===== config.mk =====
export PLATFORM = sky130hd
export DESIGN_NAME = bank_selector
export DESIGN_NICKNAME = d
export VERILOG_FILES = /design/src/rtl/bank_selector.sv
export SDC_FILE = /design/constraint.sdc
export NUM_CORES = 1
export LEC_CHECK = 0
export BUFFER_PORTS_ARGS = -buffer_cell sky130_fd_sc_hd__buf_2
export CORE_ASPECT_RATIO = 1.4
export CORE_MARGIN = 5
export CORE_UTILIZATION = 58
export CTS_BUF_LIST = sky130_fd_sc_hd__clkbuf_4 sky130_fd_sc_hd__clkbuf_8 sky130_fd_sc_hd__clkbuf_16
export CTS_CLUSTER_DIAMETER = 120
export CTS_CLUSTER_SIZE = 16
export DETAILED_ROUTE_END_ITERATION = 7
export PLACE_DENSITY = 0.8
export SETUP_SLACK_MARGIN = 0.02
export SYNTH_ARGS = -nofsm -noshare
export SYNTH_HDL_FRONTEND = slang
export SYNTH_SLANG_ARGS = --single-unit

===== constraint.sdc =====
create_clock -name clk -period 10 [get_ports clk]
set_input_delay 0.5 -clock clk [delete_from_list [all_inputs] [get_ports clk]]
set_output_delay 0.5 -clock clk [all_outputs]
set_load 0.005 [all_outputs]

===== src/rtl/bank_selector.sv =====
module bank_selector #(
  parameter int N         = 4,
  parameter int K         = 12,
  parameter int BUSY      = 3,
  parameter int ACC_SLOTS = 2,
  parameter int HORIZON   = 16,
  parameter int TW        = 16
) (
  input  logic                 clk,
  input  logic                 rst,
  input  logic                 req_valid,
  input  logic [$clog2(N)-1:0] req_port,
  output logic                 grant_valid,
  output logic [$clog2(K)-1:0] grant_mem,
  output logic [TW-1:0]        grant_dep,
  output logic                 grant_bypass,
  output logic                 grant_err
);
  localparam int PW = $clog2(N);
  localparam int MW = $clog2(K);
  localparam int HW = $clog2(HORIZON);
  localparam int CW = $clog2(BUSY);

  logic [PW-1:0] dslot;
  logic [TW-1:0] tslot;
  logic [TW-1:0] last_dep [N];
  logic [K-1:0]  resv [HORIZON];
  logic [CW-1:0] wcnt [K];

  logic [TW-1:0] prev, dep, span;
  logic [K-1:0]  wbusy, elig;
  logic [MW-1:0] pick;
  logic          found, too_far, bypass, fail, commit, slot_end;

  assign prev     = last_dep[req_port];
  assign dep      = ((prev > tslot) ? prev : tslot) + TW'(1);
  assign span     = dep - tslot;
  assign too_far  = span >= TW'(HORIZON);
  assign bypass   = span < TW'(ACC_SLOTS);
  assign elig     = ~wbusy & ~resv[tslot[HW-1:0]] & ~resv[dep[HW-1:0]];
  assign fail     = too_far || (!bypass && !found);
  assign commit   = req_valid && !fail && !bypass;
  assign slot_end = dslot == PW'(N - 1);

  always_comb begin
    for (int m = 0; m < K; m++) wbusy[m] = wcnt[m] != '0;
  end

  always_comb begin
    pick  = '0;
    found = 1'b0;
    for (int m = K - 1; m >= 0; m--) begin
      if (elig[m]) begin
        pick  = MW'(m);
        found = 1'b1;
      end
    end
  end

  always_ff @(posedge clk) begin
    if (rst) begin
      dslot <= '0;
      tslot <= '0;
    end else begin
      dslot <= slot_end ? '0 : dslot + PW'(1);
      if (slot_end) tslot <= tslot + TW'(1);
    end
  end

  always_ff @(posedge clk) begin
    for (int h = 0; h < HORIZON; h++) begin
      if (rst) resv[h] <= '0;
      else if (slot_end && tslot[HW-1:0] == HW'(h)) resv[h] <= '0;
      else if (commit && dep[HW-1:0] == HW'(h)) resv[h] <= resv[h] | (K'(1) << pick);
    end
  end

  always_ff @(posedge clk) begin
    for (int m = 0; m < K; m++) begin
      if (rst) wcnt[m] <= '0;
      else if (commit && pick == MW'(m)) wcnt[m] <= CW'(BUSY - 1);
      else if (wcnt[m] != '0) wcnt[m] <= wcnt[m] - CW'(1);
    end
  end

  always_ff @(posedge clk) begin
    for (int p = 0; p < N; p++) begin
      if (rst) last_dep[p] <= '0;
      else if (req_valid && !fail && req_port == PW'(p)) last_dep[p] <= dep;
    end
  end

  always_ff @(posedge clk) begin
    if (rst) begin
      grant_valid  <= 1'b0;
      grant_mem    <= '0;
      grant_dep    <= '0;
      grant_bypass <= 1'b0;
      grant_err    <= 1'b0;
    end else begin
      grant_valid  <= req_valid;
      grant_mem    <= (req_valid && commit) ? pick : '0;
      grant_dep    <= req_valid ? dep : '0;
      grant_bypass <= req_valid && !fail && bypass;
      grant_err    <= req_valid && fail;
    end
  end


  no_spurious_grant_chk: assert property (@(posedge clk) disable iff (rst)
    !$past(req_valid) |-> !grant_valid);


  flags_need_valid_chk: assert property (@(posedge clk) disable iff (rst)
    (grant_bypass || grant_err) |-> grant_valid);


  dep_in_future_chk: assert property (@(posedge clk) disable iff (rst)
    (grant_valid && !grant_err) |-> grant_dep > $past(tslot));


  no_back_to_back_chk: assert property (@(posedge clk) disable iff (rst)
    (grant_valid && !grant_err && !grant_bypass &&
     $past(grant_valid && !grant_err && !grant_bypass)) |-> grant_mem != $past(grant_mem));


  mem_in_range_chk: assert property (@(posedge clk) disable iff (rst)
    grant_valid |-> int'(grant_mem) < K);


  bypass_no_mem_chk: assert property (@(posedge clk) disable iff (rst)
    grant_bypass |-> grant_mem == '0);


  slot_step_chk: assert property (@(posedge clk) disable iff (rst)
    $past(!rst) |-> (tslot == $past(tslot) || tslot == $past(tslot) + TW'(1)));
endmodule


==> results.yml, run 1 <==
timing:
  worst_pin_slew_ns: 1.365
  drv_slew: 0
  finalCritPeriodShare_pct: 89.93
  hold_viol_final: 0
  layout_min_cycle_time_ns: 8.993
  fmax_ghz: 0.1112
  skew_ns: 0.02697
  slew_headroom_pct: 8.445
  setup_viol: 0
  rsz0062_at_grt: "false"
floorplan:
  core_sq_um: 33210
  row_count: 79
  die_h_um: 226.7
  start_util_pct: 58.56
  ios: 28
  die_area_sq_um: 37340
  dieWidth_um: 164.8
worst_setup_path:
  crit_type: "in2reg"
  r2r_start: "last_dep[2][14]$_SDFFCE_PN0P_"
  crit_family: "simple AND/OR/NAND/NOR gates"
  path_max_fanout: 155
  slowest_stage: "mux4_2"
  cp_common_cell: "ha_1"
  critPathCaptureType: "register"
  path_buf_inv: 4
  slowest_delay_ns: 0.64
  required_ns: 10.17
  cp-startpoint: "req_port[0]"
  cp_data_arrival_time_ns: 9.17
  start_kind: "primary input"
synth:
  synth_cells: 1569
  ys_warn_count: 0
  syn_avg_cell_area_sq_um: 12.39
  synth-edff-count: 280
  yosysUniqueCellTypes: 93
  ys_seq_area_share_pct: 47.87
  synth_area_sq_um: 19450
  synth_nets: 1628
  ys_seq_elements: 325
  async_reset_ff_share_pct: 0
  synthFlopType: "edfxtp_1"
pwr:
  total_power_mw: 3.728
  vdd_ir_drop_max_v: 0.0001457
  leakagePower_nw: 7.990
  powerDensity_nw_per_um2: 180.2
final_layout:
  layout_commonest_cell: "edfxtp_1"
  layout-drive-gt1-share_pct: 18.09
  areaGrowthSynthToFinish_pct: 6.369
  final_cell_mix: "edfxtp_1 (280), nor2_1 (132), o2111a_1 (132), mux4_2 (96), inv_1 (73)"
  antennaDiodeCount: 0
  utilization_pct: 62.29
  nets: 1594
detailed_routing:
  ant_nets: 0
  drc: 0
  routed_wl_um: 54990
  via_count: 14520
  via_per_inst: 7.268
  wl_per_cell_um: 27.52
  first_iter_violations: 1964
  dr.pass1.iters: 7
global_route:
  antenna_found_initial: 0
  grt_pass1_wl_um: 84720
  grt.overflow.total: 0
  grt_pass1_vias: 14340
  grt_max_degree: 156
  grt_usage_pct: 29.64
place:
  post-dp-hpwl_um: 37760
  gp_congestion: 0.9427
  numPortBuffers: 27
clock_tree:
  path_clk_slew_ns: 0.07
  htree_levels: 1
  tritoncts: "yes"
  numClockSinks: 325
  cts_buffer_depth: 3
  cts_made_buffers: 24
  cts_setup_buffers: 0
  insertion_delay_ns: 0.56
  ctsHoldBuffers: 0
  cts_root_buf: "clkbuf_16"
  post_cts_resized: 0
min_path:
  min_path_type: "reg2reg"
  min-delay-start: "dslot[0]$_SDFF_PP0_"
run:
  max_cap_viol_count: 0
status:
  status: "complete, no violations"
==> layout make-up <==
type | instances | area (sq um)
multi-input combinational | 1037 | 9273
inverter | 76 | 287.8
timing repair buffer | 71 | 478.0
clock inverter | 1 | 16.27
clock buffer | 43 | 760.7
sequential | 325 | 9314
fill | 2554 | 12530
tap | 445 | 556.8
==> sequential cells by signal (all words and copies together), names as in the netlist, named ones only <==
name          count
resv            192
last_dep         64
wcnt             24
grant_dep        16
tslot            16
grant_mem         4
dslot             2
grant_bypass      1
grant_err         1
grant_valid       1
==> worst reg2reg max path: cells and delay by family (launching register included) <==
family,cells,cell delay (ns)
and+or+nand+nor,10,2.66
muxes,2,0.83
adders and majority gates,3,0.97
AOI/OAI and AO/OA,10,2.48
xor gates and xnor gates,1,0.22
DFF,1,0.40
buffers and inverters,3,0.88
==> final timing paths <==
kind                                end  slack (ns)  cells after the start
min reg2reg         dslot[0]$_SDFF_PP0_        0.44                      1
max          resv[15][11]$_SDFFCE_PN0P_        1.01                     30
max reg2reg  resv[15][11]$_SDFFCE_PN0P_        1.20                     29
min                 dslot[0]$_SDFF_PP0_        0.44                      1
==> layer usage <==
layer  up-vias  part of all wire, %  track usage [%]
li1       6133                    -                -
met1      7206                   35            37.66
met2       968                   49            48.79
met3       215                  9.3            4.492
met4         0                  6.7            16.43
met5         -                    0                0
==> through the flow <==
stage	cells	setup TNS (ns)	setup WS, ns	hold WS (ns)	cell area (sq um)
after global placement	1954	0	0.9265	0.4119	19910
after floorplan	1569	-5.976	-0.1245	0.4043	19450
final	1998	0	1.007	0.4373	20690
after global routing	1998	0	0.5553	0.4510	20690
after detailed placement	1954	0	0.6684	0.4372	19910
after CTS	1998	0	1.213	0.4471	20690
==> power by group <==
| group | leakage (nW) | switching (mW) | total (mW) | internal [mW] |
|---|---|---|---|---|
| registers | 3.27 | 0.0595 | 1.63 | 1.57 |
| clock network | 0.398 | 0.477 | 0.996 | 0.520 |
| logic | 4.32 | 0.720 | 1.10 | 0.380 |
==> synth_stat cells (all sizes together), types with 5 or more instances <==
| cell type | n | share of area [%] |
|---|---|---|
| ha | 53 | 3.4 |
| o21a | 69 | 2.7 |
| nand2b | 18 | 0.58 |
| o31ai | 7 | 0.30 |
| nor4 | 6 | 0.19 |
| a21o | 15 | 0.59 |
| a22oi | 7 | 0.30 |
| mux2 | 17 | 0.98 |
| and3 | 13 | 0.42 |
| o211ai | 12 | 0.51 |
| xor2 | 10 | 0.45 |
| nand3 | 37 | 0.95 |
| nand2 | 67 | 1.3 |
| nand4 | 13 | 0.45 |
| mux4 | 98 | 11 |
| nor2b | 12 | 0.39 |
| buf | 62 | 1.9 |
| nand3b | 9 | 0.35 |
| inv | 76 | 1.5 |
| dfxtp | 45 | 4.6 |
| a221oi | 10 | 0.51 |
| xnor2 | 29 | 1.3 |
| and2 | 8 | 0.26 |
| mux2i | 47 | 2.5 |
| a21oi | 68 | 1.8 |
| nor2 | 140 | 2.8 |
| edfxtp | 280 | 43 |
| clkbuf | 69 | 1.3 |
| o2111a | 132 | 7.6 |
| nor3 | 35 | 0.95 |
| o21ai | 31 | 0.82 |
| a2111oi | 5 | 0.36 |
| a31oi | 5 | 0.24 |
| or2 | 8 | 0.26 |
==> cell families (layout without fill, tap and decap cells) <==
logic type,count (synthesis),in the layout,share of synthesized area [%]
and+or+nand+nor,385,385,9.786
AOI/OAI and AO/OA,396,396,17.37
DFF,325,325,47.87
adders and majority gates,54,54,3.513
muxes,162,162,14.86
buffers and inverters,207,191,4.735
xor gates and xnor gates,40,40,1.872
No activity file was read; power rests on OpenSTA's default activity.
==> run 2, diff against run 1 <==
--- a/config.mk
+++ b/config.mk
@@ -5,6 +5,7 @@
 export SDC_FILE = /design/constraint.sdc
 export NUM_CORES = 1
 export LEC_CHECK = 0
+export ABC_AREA = 1
 export BUFFER_PORTS_ARGS = -buffer_cell sky130_fd_sc_hd__buf_2
 export CORE_ASPECT_RATIO = 1.4
 export CORE_MARGIN = 5
@@ -13,6 +14,7 @@
 export CTS_CLUSTER_DIAMETER = 120
 export CTS_CLUSTER_SIZE = 16
 export DETAILED_ROUTE_END_ITERATION = 7
+export GPL_TIMING_DRIVEN = 1
 export PLACE_DENSITY = 0.8
 export SETUP_SLACK_MARGIN = 0.02
 export SYNTH_ARGS = -nofsm -noshare
==> results.yml, run 2 <==
status:
  status: "complete, no violations"
synth:
  ys_seq_elements: 325
  synth_area_sq_um: 19320
  async_reset_ff_share_pct: 0
  netlist.area_leader.share_pct: 43.51
  ys_seq_area_share_pct: 48.17
  synthTopCellsByCount: "nand2_1 (455), inv_1 (311), edfxtp_1 (280)"
  synth_nets: 2407
  yosysUniqueCellTypes: 46
  synth-edff-count: 280
  synthTopCellsByArea: "edfxtp_1 (44%), nand2_1 (8.8%), a21oi_1 (6.7%)"
  yosysTopAreaCell: "edfxtp_1"
  syn_avg_cell_area_sq_um: 8.230
  yosysMostFrequentCell: "nand2_1"
  ys_warn_count: 0
  synthFlopType: "edfxtp_1"
  synth_cells: 2348
worst_setup_path:
  slowest_delay_ns: 0.63
  critPathCaptureType: "register"
  cp_data_arrival_time_ns: 8.45
  crit_type: "in2reg"
  cp_common_cell: "nand2_1"
  worstRegToRegCells: 35
  path_max_fanout: 28
  start_kind: "primary input"
  slowest_stage: "nor2_2"
  required_ns: 10.20
pwr:
  powerDensity_nw_per_um2: 209.6
  leakagePower_nw: 8.393
  vdd_ir_drop_max_v: 0.0002620
clock_tree:
  cts_made_buffers: 24
  cts_root_buf: "clkbuf_16"
  cts_buffer_depth: 3
  post_cts_resized: 0
  insertion_delay_ns: 0.56
  ctsHoldBuffers: 0
  cts_setup_buffers: 0
  numClockSinks: 325
  tritoncts: "yes"
  htree_levels: 1
  path_clk_slew_ns: 0.07
place:
  gp_congestion: 1.031
  placed_area_sq_um: 19720
  post-dp-hpwl_um: 42860
  place_ws_ns: 1.427
  numPortBuffers: 27
timing:
  skew_ns: 0.03207
  slew_headroom_pct: 12.53
  whs_ns: 0.2473
  rsz0062_at_grt: "false"
  fmax_ghz: 0.1212
  setup_viol: 0
  worst_pin_slew_ns: 1.308
  drv_slew: 0
  timing.final.ws_setup_ns: 1.748
  finalCritPeriodShare_pct: 82.52
  hold_viol_final: 0
  layout_min_cycle_time_ns: 8.252
  finalSetupTns_ns: 0
floorplan:
  die_h_um: 226.0
  core_sq_um: 33110
  row_count: 79
  dieWidth_um: 164.3
  ios: 28
  die_area_sq_um: 37120
  start_util_pct: 58.36
final_layout:
  utilization_pct: 61.90
  finish.instance_area_sq_um: 20500
  fillers: 2905
  largest-register: "resv"
  final_cell_mix: "nand2_1 (454), inv_1 (311), edfxtp_1 (280), a21oi_1 (260), nand3_1 (214)"
  nets: 2370
  layout-drive-gt1-share_pct: 10.05
  reg_top3: "resv: 192 flops, last_dep: 64 flops, wcnt: 24 flops"
  largest_reg_flops: 192
  layout_commonest_cell: "nand2_1"
  areaGrowthSynthToFinish_pct: 6.067
global_route:
  grt_pass1_wl_um: 93760
  grt.overflow.total: 0
  grt_max_degree: 103
  antenna_found_initial: 1
  grt_pass1_vias: 16460
  grt_usage_pct: 32.79
min_path:
  hold_depth: 3
  min_path_type: "in2reg"
detailed_routing:
  routed_wl_um: 61400
  drc: 0
  ant_nets: 0
  via_count: 17280
  dr.pass1.iters: 6
  via_per_inst: 6.228
  wl_per_cell_um: 22.13
  first_iter_violations: 1963
run:
  max_cap_viol_count: 0
[run 2: changes by cell type after synthesis, moves of 63 or more]
cell,before,now
a21oi_2,0,63
nand3_1,37,214
nand2_1,66,455
o21a_1,69,0
o21ai_0,28,132
a21oi_1,68,260
mux4_2,96,0
inv_1,73,311
o2111a_1,132,1
[run 2: cell type report]
| class | instances | area (sq um) | share of cell area (%) |
|---|---|---|---|
| Sequential cell | 325 | 9311 | 45.43 |
| Multi-Input combinational cell | 1574 | 8215 | 40.08 |
| Inverter | 322 | 1209 | 5.897 |
| Clock buffer | 43 | 760.7 | 3.711 |
| Tap cell | 445 | 556.8 | 2.716 |
| Timing Repair Buffer | 64 | 425.4 | 2.075 |
| Clock inverter | 1 | 16.27 | 0.07936 |
| Antenna cell | 1 | 2.502 | 0.01221 |
[run 2: worst max-delay path: cells and delay by family]
family | cells | cell delay (ns)
AND/OR/NAND/NOR | 19 | 4.91
AO/OA/AOI/OAI | 7 | 1.08
adder cells (fa/ha/maj) | 3 | 0.97
XOR/XNOR | 1 | 0.50
buffers and inverters | 5 | 0.48
[run 2: logic make-up (layout without fill, tap and decap cells)]
group,after synthesis,count (layout),synth area share (%)
AOI/OAI and AO/OA,543,543,16.30
xor gates and xnor gates,21,21,1.049
adders and majority gates,54,54,3.535
buffers and inverters,449,430,9.420
DFF,325,325,48.17
other,0,1,0
and+or+nand+nor,956,956,21.53
[run 2: path summary, 6_finish.rpt]
check / startpoint / endpoint / slack, ns
worst min register to register: dslot[0]$_SDFF_PP0_ / dslot[0]$_SDFF_PP0_ / 0.43
worst min-delay path: req_valid / grant_valid$_SDFF_PP0_ / 0.25
worst max register to register: last_dep[0][9]$_SDFFCE_PN0P_ / resv[14][1]$_SDFFCE_PN0P_ / 2.10
worst max-delay path: req_port[1] / resv[14][1]$_SDFFCE_PN0P_ / 1.75
[run 2: through the flow]
step / total power, mW / cells
2_1_floorplan: 2.669 / 2348
3_3_place_gp: 3.232 / 2730
3_5_place_dp: 3.262 / 2730
4_1_cts: 4.239 / 2774
5_1_grt: 4.466 / 2774
6_report: 4.297 / 2775
[run 2: routing by layer]
metal	vias to the layer above	track usage [%]	routed length (um)
met5	-	0	0
met4	0	19.49	4279
met3	239	5.605	5984
met2	1070	54.48	29410
met1	8133	39.98	21730
li1	7841	-	-
[run 2: report_power, final]
group          internal [mW]  switching [mW]  total, mW
clock network          0.521           0.479       1.00
logic                  0.403            1.28       1.69
registers               1.57          0.0385       1.61
total                   2.49            1.80       4.30
